**src/rtl/dsb_pkg.sv**
```systemverilog
package dsb_pkg;
    localparam int CW = 11;

    localparam logic [7:0] A_SYSCTL = 8'h00;
    localparam logic [7:0] A_SYSSTAT = 8'h04;
    localparam logic [7:0] A_ISTAT = 8'h08;
    localparam logic [7:0] A_IMASK = 8'h0C;
    localparam logic [7:0] A_CTRL = 8'h10;
    localparam logic [7:0] A_CFG = 8'h14;
    localparam logic [7:0] A_CAPS = 8'h18;
    localparam logic [7:0] A_LCDSZ = 8'h1C;
    localparam logic [7:0] A_DIGSZ = 8'h20;
    localparam logic [7:0] A_LBASE = 8'h24;
    localparam logic [7:0] A_LPOS = 8'h28;
    localparam logic [7:0] A_LSIZE = 8'h2C;
    localparam logic [7:0] A_LATTR = 8'h30;
    localparam logic [7:0] A_LROW = 8'h34;
    localparam logic [7:0] A_LPIX = 8'h38;
    localparam logic [7:0] A_LTHR = 8'h3C;

    localparam logic [31:0] CTRL_MASK = 32'h07FF_9FFF;
    localparam logic [31:0] GO_BITS = 32'h0000_0060;
    localparam logic [31:0] THR_MASK = 32'h01FF_01FF;
    localparam logic [9:0] CAPS_RST = 10'h161;

    typedef enum logic {GO_IDLE, GO_ARMED} go_state_e;

    typedef struct packed {
        logic [CW-1:0] h_m1;
        logic [CW-1:0] w_m1;
    } dim_t;

    typedef struct packed {
        logic [31:0] base;
        dim_t pos;
        dim_t size;
        logic [CW-1:0] attr;
        logic [31:0] row_inc;
        logic [31:0] pix_inc;
        logic [31:0] thr;
    } layer_t;

    localparam dim_t DIM_RST = '0;
    localparam layer_t LAYER_RST = '{base: '0, pos: '0, size: '0, attr: '0,
                                     row_inc: 32'd1, pix_inc: 32'd1, thr: '0};

    function automatic logic [31:0] pack_dim(dim_t d);
        return {{(16-CW){1'b0}}, d.h_m1, {(16-CW){1'b0}}, d.w_m1};
    endfunction

    function automatic dim_t unpack_dim(logic [31:0] v);
        return '{h_m1: v[16 +: CW], w_m1: v[0 +: CW]};
    endfunction
endpackage

```
**src/rtl/dsb_go_seq.sv**
```systemverilog
module dsb_go_seq
    import dsb_pkg::*;
(
    input  logic clk,
    input  logic rst_n,
    input  logic soft_rst,
    input  logic go_req,
    input  logic frame_start,
    output logic pending,
    output logic commit
);
    go_state_e state_q, state_d;

    always_comb begin
        state_d = state_q;
        unique case (state_q)
            GO_IDLE:  if (go_req) state_d = GO_ARMED;        // ARM
            GO_ARMED: if (frame_start) state_d = GO_IDLE;    // FIRE
            default:  state_d = GO_IDLE;
        endcase
    end

    always_ff @(posedge clk or negedge rst_n) begin
        if (!rst_n)        state_q <= GO_IDLE;
        else if (soft_rst) state_q <= GO_IDLE;               // FLUSH
        else               state_q <= state_d;
    end

    always_comb begin
        pending = (state_q == GO_ARMED);
        commit  = pending && frame_start && !soft_rst;
    end

    p_commit_retires_r6: assert property (@(posedge clk) disable iff (!rst_n)
        commit |=> !pending);
    p_arm_needs_go_r5: assert property (@(posedge clk) disable iff (!rst_n)
        $rose(pending) |-> $past(go_req));
    p_soft_flush_r11: assert property (@(posedge clk) disable iff (!rst_n)
        soft_rst |=> !pending);
endmodule

```
**src/rtl/dsb_irq.sv**
```systemverilog
module dsb_irq #(
    parameter int IRQ_W = 16
) (
    input  logic             clk,
    input  logic             rst_n,
    input  logic             soft_rst,
    input  logic             clr_we,
    input  logic             mask_we,
    input  logic [IRQ_W-1:0] wbits,
    input  logic [IRQ_W-1:0] event_in,
    output logic [IRQ_W-1:0] stat_q,
    output logic [IRQ_W-1:0] mask_q,
    output logic             irq
);
    logic [IRQ_W-1:0] clr_bits;

    assign clr_bits = clr_we ? wbits : '0;

    always_ff @(posedge clk or negedge rst_n) begin
        if (!rst_n) begin
            stat_q <= '0;
            mask_q <= '0;
        end else if (soft_rst) begin
            stat_q <= '0;
            mask_q <= '0;
        end else begin
            stat_q <= (stat_q & ~clr_bits) | event_in;
            if (mask_we) mask_q <= wbits;
        end
    end

    assign irq = |(stat_q & mask_q);

    p_w1c_all_r2: assert property (@(posedge clk) disable iff (!rst_n)
        (clr_we && (&wbits) && (event_in == '0) && !soft_rst) |=> (stat_q == '0));
    p_event_wins_r2: assert property (@(posedge clk) disable iff (!rst_n)
        (!soft_rst && event_in != '0) |=> ((stat_q & $past(event_in)) == $past(event_in)));
endmodule

```
**src/rtl/dsb_top.sv**
```systemverilog
module dsb_top
    import dsb_pkg::*;
#(
    parameter int ADDR_W = 8,
    parameter int IRQ_W  = 16
) (
    input  logic              clk,
    input  logic              rst_n,
    input  logic              reg_wr,
    input  logic [ADDR_W-1:0] reg_addr,
    input  logic [31:0]       reg_wdata,
    output logic [31:0]       reg_rdata,
    input  logic [IRQ_W-1:0]  irq_event,
    input  logic              frame_start_lcd,
    input  logic              frame_start_dig,
    input  logic              palette_done,
    output logic              irq,
    output logic              lcd_on,
    output logic              dig_on,
    output logic [10:0]       lcd_w_m1,
    output logic [10:0]       lcd_h_m1,
    output logic [10:0]       dig_w_m1,
    output logic [10:0]       dig_h_m1,
    output logic [10:0]       layer_attr,
    output logic [31:0]       layer_base,
    output logic [10:0]       layer_x,
    output logic [10:0]       layer_y,
    output logic [10:0]       layer_w_m1,
    output logic [10:0]       layer_h_m1,
    output logic [31:0]       layer_row_inc,
    output logic [31:0]       layer_pix_inc,
    output logic [31:0]       layer_fifo_thr
);
    localparam int NOUT = 2;  // 0: LCD, 1: digital

    logic [31:0]      ctrl_q;
    logic [13:0]      cfg_q;
    logic [9:0]       caps_q;
    dim_t             lcd_sh, lcd_act, dig_sh, dig_act;
    layer_t           lay_sh, lay_act;
    logic [NOUT-1:0]  go_req, fs, pend, commit;
    logic [IRQ_W-1:0] stat, mask;
    logic             soft_rst, wr_cfg;

    function automatic logic hit(logic [ADDR_W-1:0] a, logic [7:0] off);
        return a == ADDR_W'(off);
    endfunction

    assign soft_rst = reg_wr && hit(reg_addr, A_SYSCTL) && reg_wdata[1];
    assign wr_cfg   = reg_wr && hit(reg_addr, A_CFG);
    assign fs       = {frame_start_dig, frame_start_lcd};

    generate
        for (genvar g = 0; g < NOUT; g++) begin : g_go
            assign go_req[g] = reg_wr && hit(reg_addr, A_CTRL) && reg_wdata[5+g];
            dsb_go_seq u_seq (
                .clk(clk), .rst_n(rst_n), .soft_rst(soft_rst),
                .go_req(go_req[g]), .frame_start(fs[g]),
                .pending(pend[g]), .commit(commit[g])
            );
        end
    endgenerate

    dsb_irq #(.IRQ_W(IRQ_W)) u_irq (
        .clk(clk), .rst_n(rst_n), .soft_rst(soft_rst),
        .clr_we(reg_wr && hit(reg_addr, A_ISTAT)),
        .mask_we(reg_wr && hit(reg_addr, A_IMASK)),
        .wbits(reg_wdata[IRQ_W-1:0]), .event_in(irq_event),
        .stat_q(stat), .mask_q(mask), .irq(irq)
    );

    always_ff @(posedge clk or negedge rst_n) begin
        if (!rst_n) begin
            ctrl_q <= '0; cfg_q <= '0; caps_q <= CAPS_RST;
            lcd_sh <= DIM_RST; lcd_act <= DIM_RST;
            dig_sh <= DIM_RST; dig_act <= DIM_RST;
            lay_sh <= LAYER_RST; lay_act <= LAYER_RST;
        end else if (soft_rst) begin
            ctrl_q <= '0; cfg_q <= '0; caps_q <= CAPS_RST;
            lcd_sh <= DIM_RST; lcd_act <= DIM_RST;
            dig_sh <= DIM_RST; dig_act <= DIM_RST;
            lay_sh <= LAYER_RST; lay_act <= LAYER_RST;
        end else begin
            if (commit[0]) begin
                lay_act <= lay_sh;
                lcd_act <= lcd_sh;
            end
            if (commit[1]) dig_act <= dig_sh;
            if (palette_done) cfg_q[1] <= 1'b0;  // 1 -> 0, 3 -> 2
            if (reg_wr) begin
                case (reg_addr)
                    ADDR_W'(A_CTRL):  ctrl_q <= reg_wdata & CTRL_MASK & ~GO_BITS;
                    ADDR_W'(A_CFG):   cfg_q <= reg_wdata[13:0];
                    ADDR_W'(A_CAPS):  caps_q <= reg_wdata[9:0];
                    ADDR_W'(A_LCDSZ): lcd_sh <= unpack_dim(reg_wdata);
                    ADDR_W'(A_DIGSZ): dig_sh <= unpack_dim(reg_wdata);
                    ADDR_W'(A_LBASE): lay_sh.base <= reg_wdata;
                    ADDR_W'(A_LPOS):  lay_sh.pos <= unpack_dim(reg_wdata);
                    ADDR_W'(A_LSIZE): lay_sh.size <= unpack_dim(reg_wdata);
                    ADDR_W'(A_LATTR): lay_sh.attr <= reg_wdata[CW-1:0];
                    ADDR_W'(A_LROW):  lay_sh.row_inc <= reg_wdata;
                    ADDR_W'(A_LPIX):  lay_sh.pix_inc <= reg_wdata;
                    ADDR_W'(A_LTHR):  lay_sh.thr <= reg_wdata & THR_MASK;
                    default: ;
                endcase
            end
        end
    end

    always_comb begin
        case (reg_addr)
            ADDR_W'(A_SYSSTAT): reg_rdata = 32'd1;
            ADDR_W'(A_ISTAT):   reg_rdata = 32'(stat);
            ADDR_W'(A_IMASK):   reg_rdata = 32'(mask);
            ADDR_W'(A_CTRL):    reg_rdata = ctrl_q | {25'd0, pend[1], pend[0], 5'd0};
            ADDR_W'(A_CFG):     reg_rdata = 32'(cfg_q);
            ADDR_W'(A_CAPS):    reg_rdata = 32'(caps_q);
            ADDR_W'(A_LCDSZ):   reg_rdata = pack_dim(lcd_sh);
            ADDR_W'(A_DIGSZ):   reg_rdata = pack_dim(dig_sh);
            ADDR_W'(A_LBASE):   reg_rdata = lay_sh.base;
            ADDR_W'(A_LPOS):    reg_rdata = pack_dim(lay_sh.pos);
            ADDR_W'(A_LSIZE):   reg_rdata = pack_dim(lay_sh.size);
            ADDR_W'(A_LATTR):   reg_rdata = 32'(lay_sh.attr);
            ADDR_W'(A_LROW):    reg_rdata = lay_sh.row_inc;
            ADDR_W'(A_LPIX):    reg_rdata = lay_sh.pix_inc;
            ADDR_W'(A_LTHR):    reg_rdata = lay_sh.thr;
            default:            reg_rdata = '0;
        endcase
    end

    assign lcd_on         = ctrl_q[0];
    assign dig_on         = ctrl_q[1];
    assign lcd_w_m1       = lcd_act.w_m1;
    assign lcd_h_m1       = lcd_act.h_m1;
    assign dig_w_m1       = dig_act.w_m1;
    assign dig_h_m1       = dig_act.h_m1;
    assign layer_attr     = lay_act.attr;
    assign layer_base     = lay_act.base;
    assign layer_x        = lay_act.pos.w_m1;
    assign layer_y        = lay_act.pos.h_m1;
    assign layer_w_m1     = lay_act.size.w_m1;
    assign layer_h_m1     = lay_act.size.h_m1;
    assign layer_row_inc  = lay_act.row_inc;
    assign layer_pix_inc  = lay_act.pix_inc;
    assign layer_fifo_thr = lay_act.thr;

    p_active_hold_r7: assert property (@(posedge clk) disable iff (!rst_n)
        (!commit[0] && !soft_rst) |=> ($stable(lay_act) && $stable(lcd_act)));
    p_dig_hold_r6: assert property (@(posedge clk) disable iff (!rst_n)
        (!commit[1] && !soft_rst) |=> $stable(dig_act));
    p_palette_revert_r9: assert property (@(posedge clk) disable iff (!rst_n)
        (palette_done && !wr_cfg && !soft_rst && cfg_q[1]) |=>
            (!cfg_q[1] && cfg_q[2] == $past(cfg_q[2])));
endmodule

```
**config.mk**
```make
export PLATFORM = sky130hd
export DESIGN_NAME = dsb_top
export DESIGN_NICKNAME = d
export VERILOG_FILES = /design/src/rtl/dsb_pkg.sv /design/src/rtl/dsb_go_seq.sv /design/src/rtl/dsb_irq.sv /design/src/rtl/dsb_top.sv
export SDC_FILE = /design/constraint.sdc
export NUM_CORES = 1
export LEC_CHECK = 0
export BUFFER_PORTS_ARGS = -buffer_cell sky130_fd_sc_hd__buf_2
export CORE_ASPECT_RATIO = 0.75
export CORE_MARGIN = 5
export CORE_UTILIZATION = 58
export DETAILED_ROUTE_END_ITERATION = 12
export GPL_TIMING_DRIVEN = 0
export PLACE_DENSITY = 0.79
export RECOVER_POWER = 25
export SKIP_CTS_REPAIR_TIMING = 1
export SLEW_MARGIN = 10
export SYNTH_ARGS = -nofsm -noshare
export SYNTH_HDL_FRONTEND = slang
export SYNTH_HIERARCHICAL = 1
export SYNTH_SLANG_ARGS = --single-unit
```
**constraint.sdc**
```tcl
create_clock -name clk -period 2.9 [get_ports clk]
set_clock_uncertainty 0.2 [all_clocks]
set_input_delay 0.58 -clock clk [delete_from_list [all_inputs] [get_ports clk]]
set_output_delay 0.58 -clock clk [all_outputs]
set_load 0.01 [all_outputs]
```
==> summary.txt <==
Detailed routing
  – DRC viols: 0
  – Routed WL: 89800 microns
  – Total number of vias: 18804
  – Routed len/inst: 30.3 microns
  – DR WL met3: 12100 microns
  – Drt pass-1 iters: 6
  – Top sig layer: met5
  – Post-DRT Antenna Nets: 0
  – Iteration-0 DRC Markers: 2673
  – WL met1: 36200 microns
  – Via density: 6.34
  – Met2 WL: 38500 microns

Logic synthesis
  – Syn Inst Count: 1973
  – Cell taking the most area after synthesis: dfrtp_1
  – Seq/Total Area, Yosys: 55.8%
  – Synth warn: 6
  – Synth Flop Type: dfrtp_1
  – Post-synth cell types: 67
  – Top-area cell type share of the netlist area: 54.9%
  – Synth async-reset ratio: 100%
  – Synth top area cells: dfrtp_1, mux2i_1, mux2_2
  – Post-synth EDFFs: 0
  – Synth Register Bits: 507
  – Mean Syn Cell Area: 11.5 sq um
  – Mapped Area: 0.0228 sq mm

GRT
  – Initial antenna violation count: 6
  – Largest net degree at the start of global routing: 116
  – Gr ovfl total: 0
  – Vias in the first global route: 18438
  – First-pass GRT wire length: 127000 microns
  – GRT Overall Usage: 39.7%

Cells and area
  – Most common cell after layout, fill and taps aside: dfrtp_1
  – Layout cells sized above 1: 34.1%
  – Layout net count: 2472
  – Synth-to-layout area growth: 25.1%
  – Most frequent cells in the layout: dfrtp_1, buf_2, nor2_1
  – Final core occ: 73.9%
  – Final Instance Area: 0.0285 sq mm

Worst setup path
  – WS Path Type: primary input to output pin
  – Critical Path Sink Type: output pin
  – WP data arrival: 2.33 ns
  – Startpoint type of the worst setup path: primary input
  – Crit path required time: 2.12 ns
  – Worst Path Max Fanout: 8
  – Worst R2R Setup Slack: 0.76 ns

Floorplan
  – Die ar.: 0.0434 sq mm
  – Core area: 0.0386 sq mm
  – Die W: 239 microns
  – Site Rows: 62
  – Die H: 182 microns
  – Initial Utilization: 59.0%
  – I/O pins: 324

STA
  – Slew at the pin with the worst max-slew slack: 0.842 ns
  – Final WS setup: -0.212 ns
  – Min Tclk post-route: 3.11 ns
  – Setup violations, final: 27
  – Final worst path period share: 107%
  – Final Hold Viols: 0
  – Slew Limit Fails: 0
  – Slew HR: 43.9%
  – Unrepaired setup endpoints after global routing: yes
  – Fmax: 321 MHz

Place
  – I/O Buffers: 307
  – Post-DP HPWL: 65300 microns
  – Placed Area: 0.0252 sq mm
  – GP Congestion: 0.990

Min path
  – Worst Hold Class: primary input to flip-flop

Pwr
  – Leak pwr: 13.7 nW
  – Worst vdd ir: 518 uV
  – Pwr Density: 572 mW/mm^2

Clock tree
  – H-tree levels: 2
  – CTS tree: built
  – Clock Tree Root: clkbuf_16
  – CTS Buffer Depth: 3
  – Clk slew on worst S/H paths: 0.07 ns
  – Skew-Pair Late Insertion Delay: 0.59 ns
  – Clk sinks: 507
  – Num CTS Buffers: 48

Run status
  – Failing checks: negative setup slack
  – Status: finished, violations left

Job
  – Max Cap Viol: 0
## cells in the mapped netlist (9+ instances only)
master / count
o21ai_0: 52
mux2_2: 188
o22ai_1: 13
a22oi_1: 46
mux4_2: 10
mux2i_1: 270
buf_2: 46
and2_1: 32
dfrtp_1: 499
a22o_1: 9
buf_4: 27
nand3_1: 12
nand2_1: 204
nor2_1: 286
clkbuf_1: 67
a21oi_1: 72
## critical path, stage by stage
cell	delay [ns]
buf_12	0.11
buf_12	0.15
buf_16	0.16
buf_16	0.13
buf_16	0.17
mux2i_4	0.25
o22ai_2	0.09
a32oi_2	0.27
o211ai_1	0.22
buf_2	0.20
## path summary, 6_finish.rpt
check | start | end | cells after the start
worst max-delay path | reg_addr[2] | reg_rdata[0] | 10
worst min-delay path | frame_start_lcd | g_go[0].u_seq/pending$_DFF_PN0_ | 2
worst max register to register | g_go[1].u_seq/pending$_DFF_PN0_ | dig_h_m1[6]$_DFFE_PN0P_ | 6
worst min register to register | caps_q[4]$_DFFE_PN0P_ | caps_q[4]$_DFFE_PN0P_ | 1
max in group asynchronous | rst_n | lay_sh[93]$_DFFE_PN0P_ | 5
min in group asynchronous | rst_n | lcd_w_m1[6]$_DFFE_PN0P_ | 2
## metrics by stage
| stage | hold slack, ns | power, mW | std cells | worst slack [ns] | setup TNS [ns] |
|---|---|---|---|---|---|
| detailed placement | 0.293 | 9.49 | 2810 | -1.60 | -389.00 |
| finish | 0.0142 | 16.3 | 2965 | -0.212 | -2.15 |
| global placement | 0.287 | 9.41 | 2805 | -8.93 | -4876.00 |
| global route | 0.0380 | 16.7 | 2963 | -0.197 | -1.96 |
| CTS | -0.296 | 16.0 | 2900 | -1.62 | -170.42 |
| floorplan | 0.0844 | 8.61 | 1986 | 0.0209 | 0 |
## final cells by class
cell class                 count  area (sq um)
timing repair buffer         374          2300
sequential                   507         12700
multi-input combinational   1322          9940
antenna                        3          7.51
inverter                       4          21.3
tap                          512           641
buffer                       153          1220
fill                        2641         10100
clock inverter                21           233
clock buffer                  69          1400
## power breakdown
part | internal [mW] | leakage [nW] | switching [mW]
Clock | 3.74 | 0.794 | 2.88
Sequential | 7.49 | 6.88 | 0.444
Combinational | 0.718 | 6.02 | 1.00
## logic make-up after synthesis
family	after synthesis	synth area share [%]
other	1	0.0165
muxes	469	22.2
AOI/OAI and AO/OA	261	7.56
and+or+nand+nor	578	10.8
buffers and inverters	157	3.62
DFF	507	55.8
## routing by layer
metal | global-route usage [%] | vias to the layer above
met5 | 0 | -
met4 | 10.1 | 6
met3 | 15.3 | 205
met2 | 57.2 | 1300
met1 | 57.2 | 9535
li1 | - | 7758
## sequential cells by signal, indices dropped and copies added, names as in the netlist, 10 cells and up
signal,count
caps_q,10
cfg_q,14
ctrl_q,23
dig_h_m1,11
dig_sh,22
dig_w_m1,11
lay_sh,169
layer_attr,11
layer_base,32
layer_fifo_thr,18
layer_h_m1,11
layer_pix_inc,32
layer_row_inc,32
layer_w_m1,11
layer_x,11
layer_y,11
lcd_h_m1,11
lcd_sh,22
lcd_w_m1,11
u_irq/mask_q,16
u_irq/stat_q,16
No activity file was read; power rests on OpenSTA's default activity.
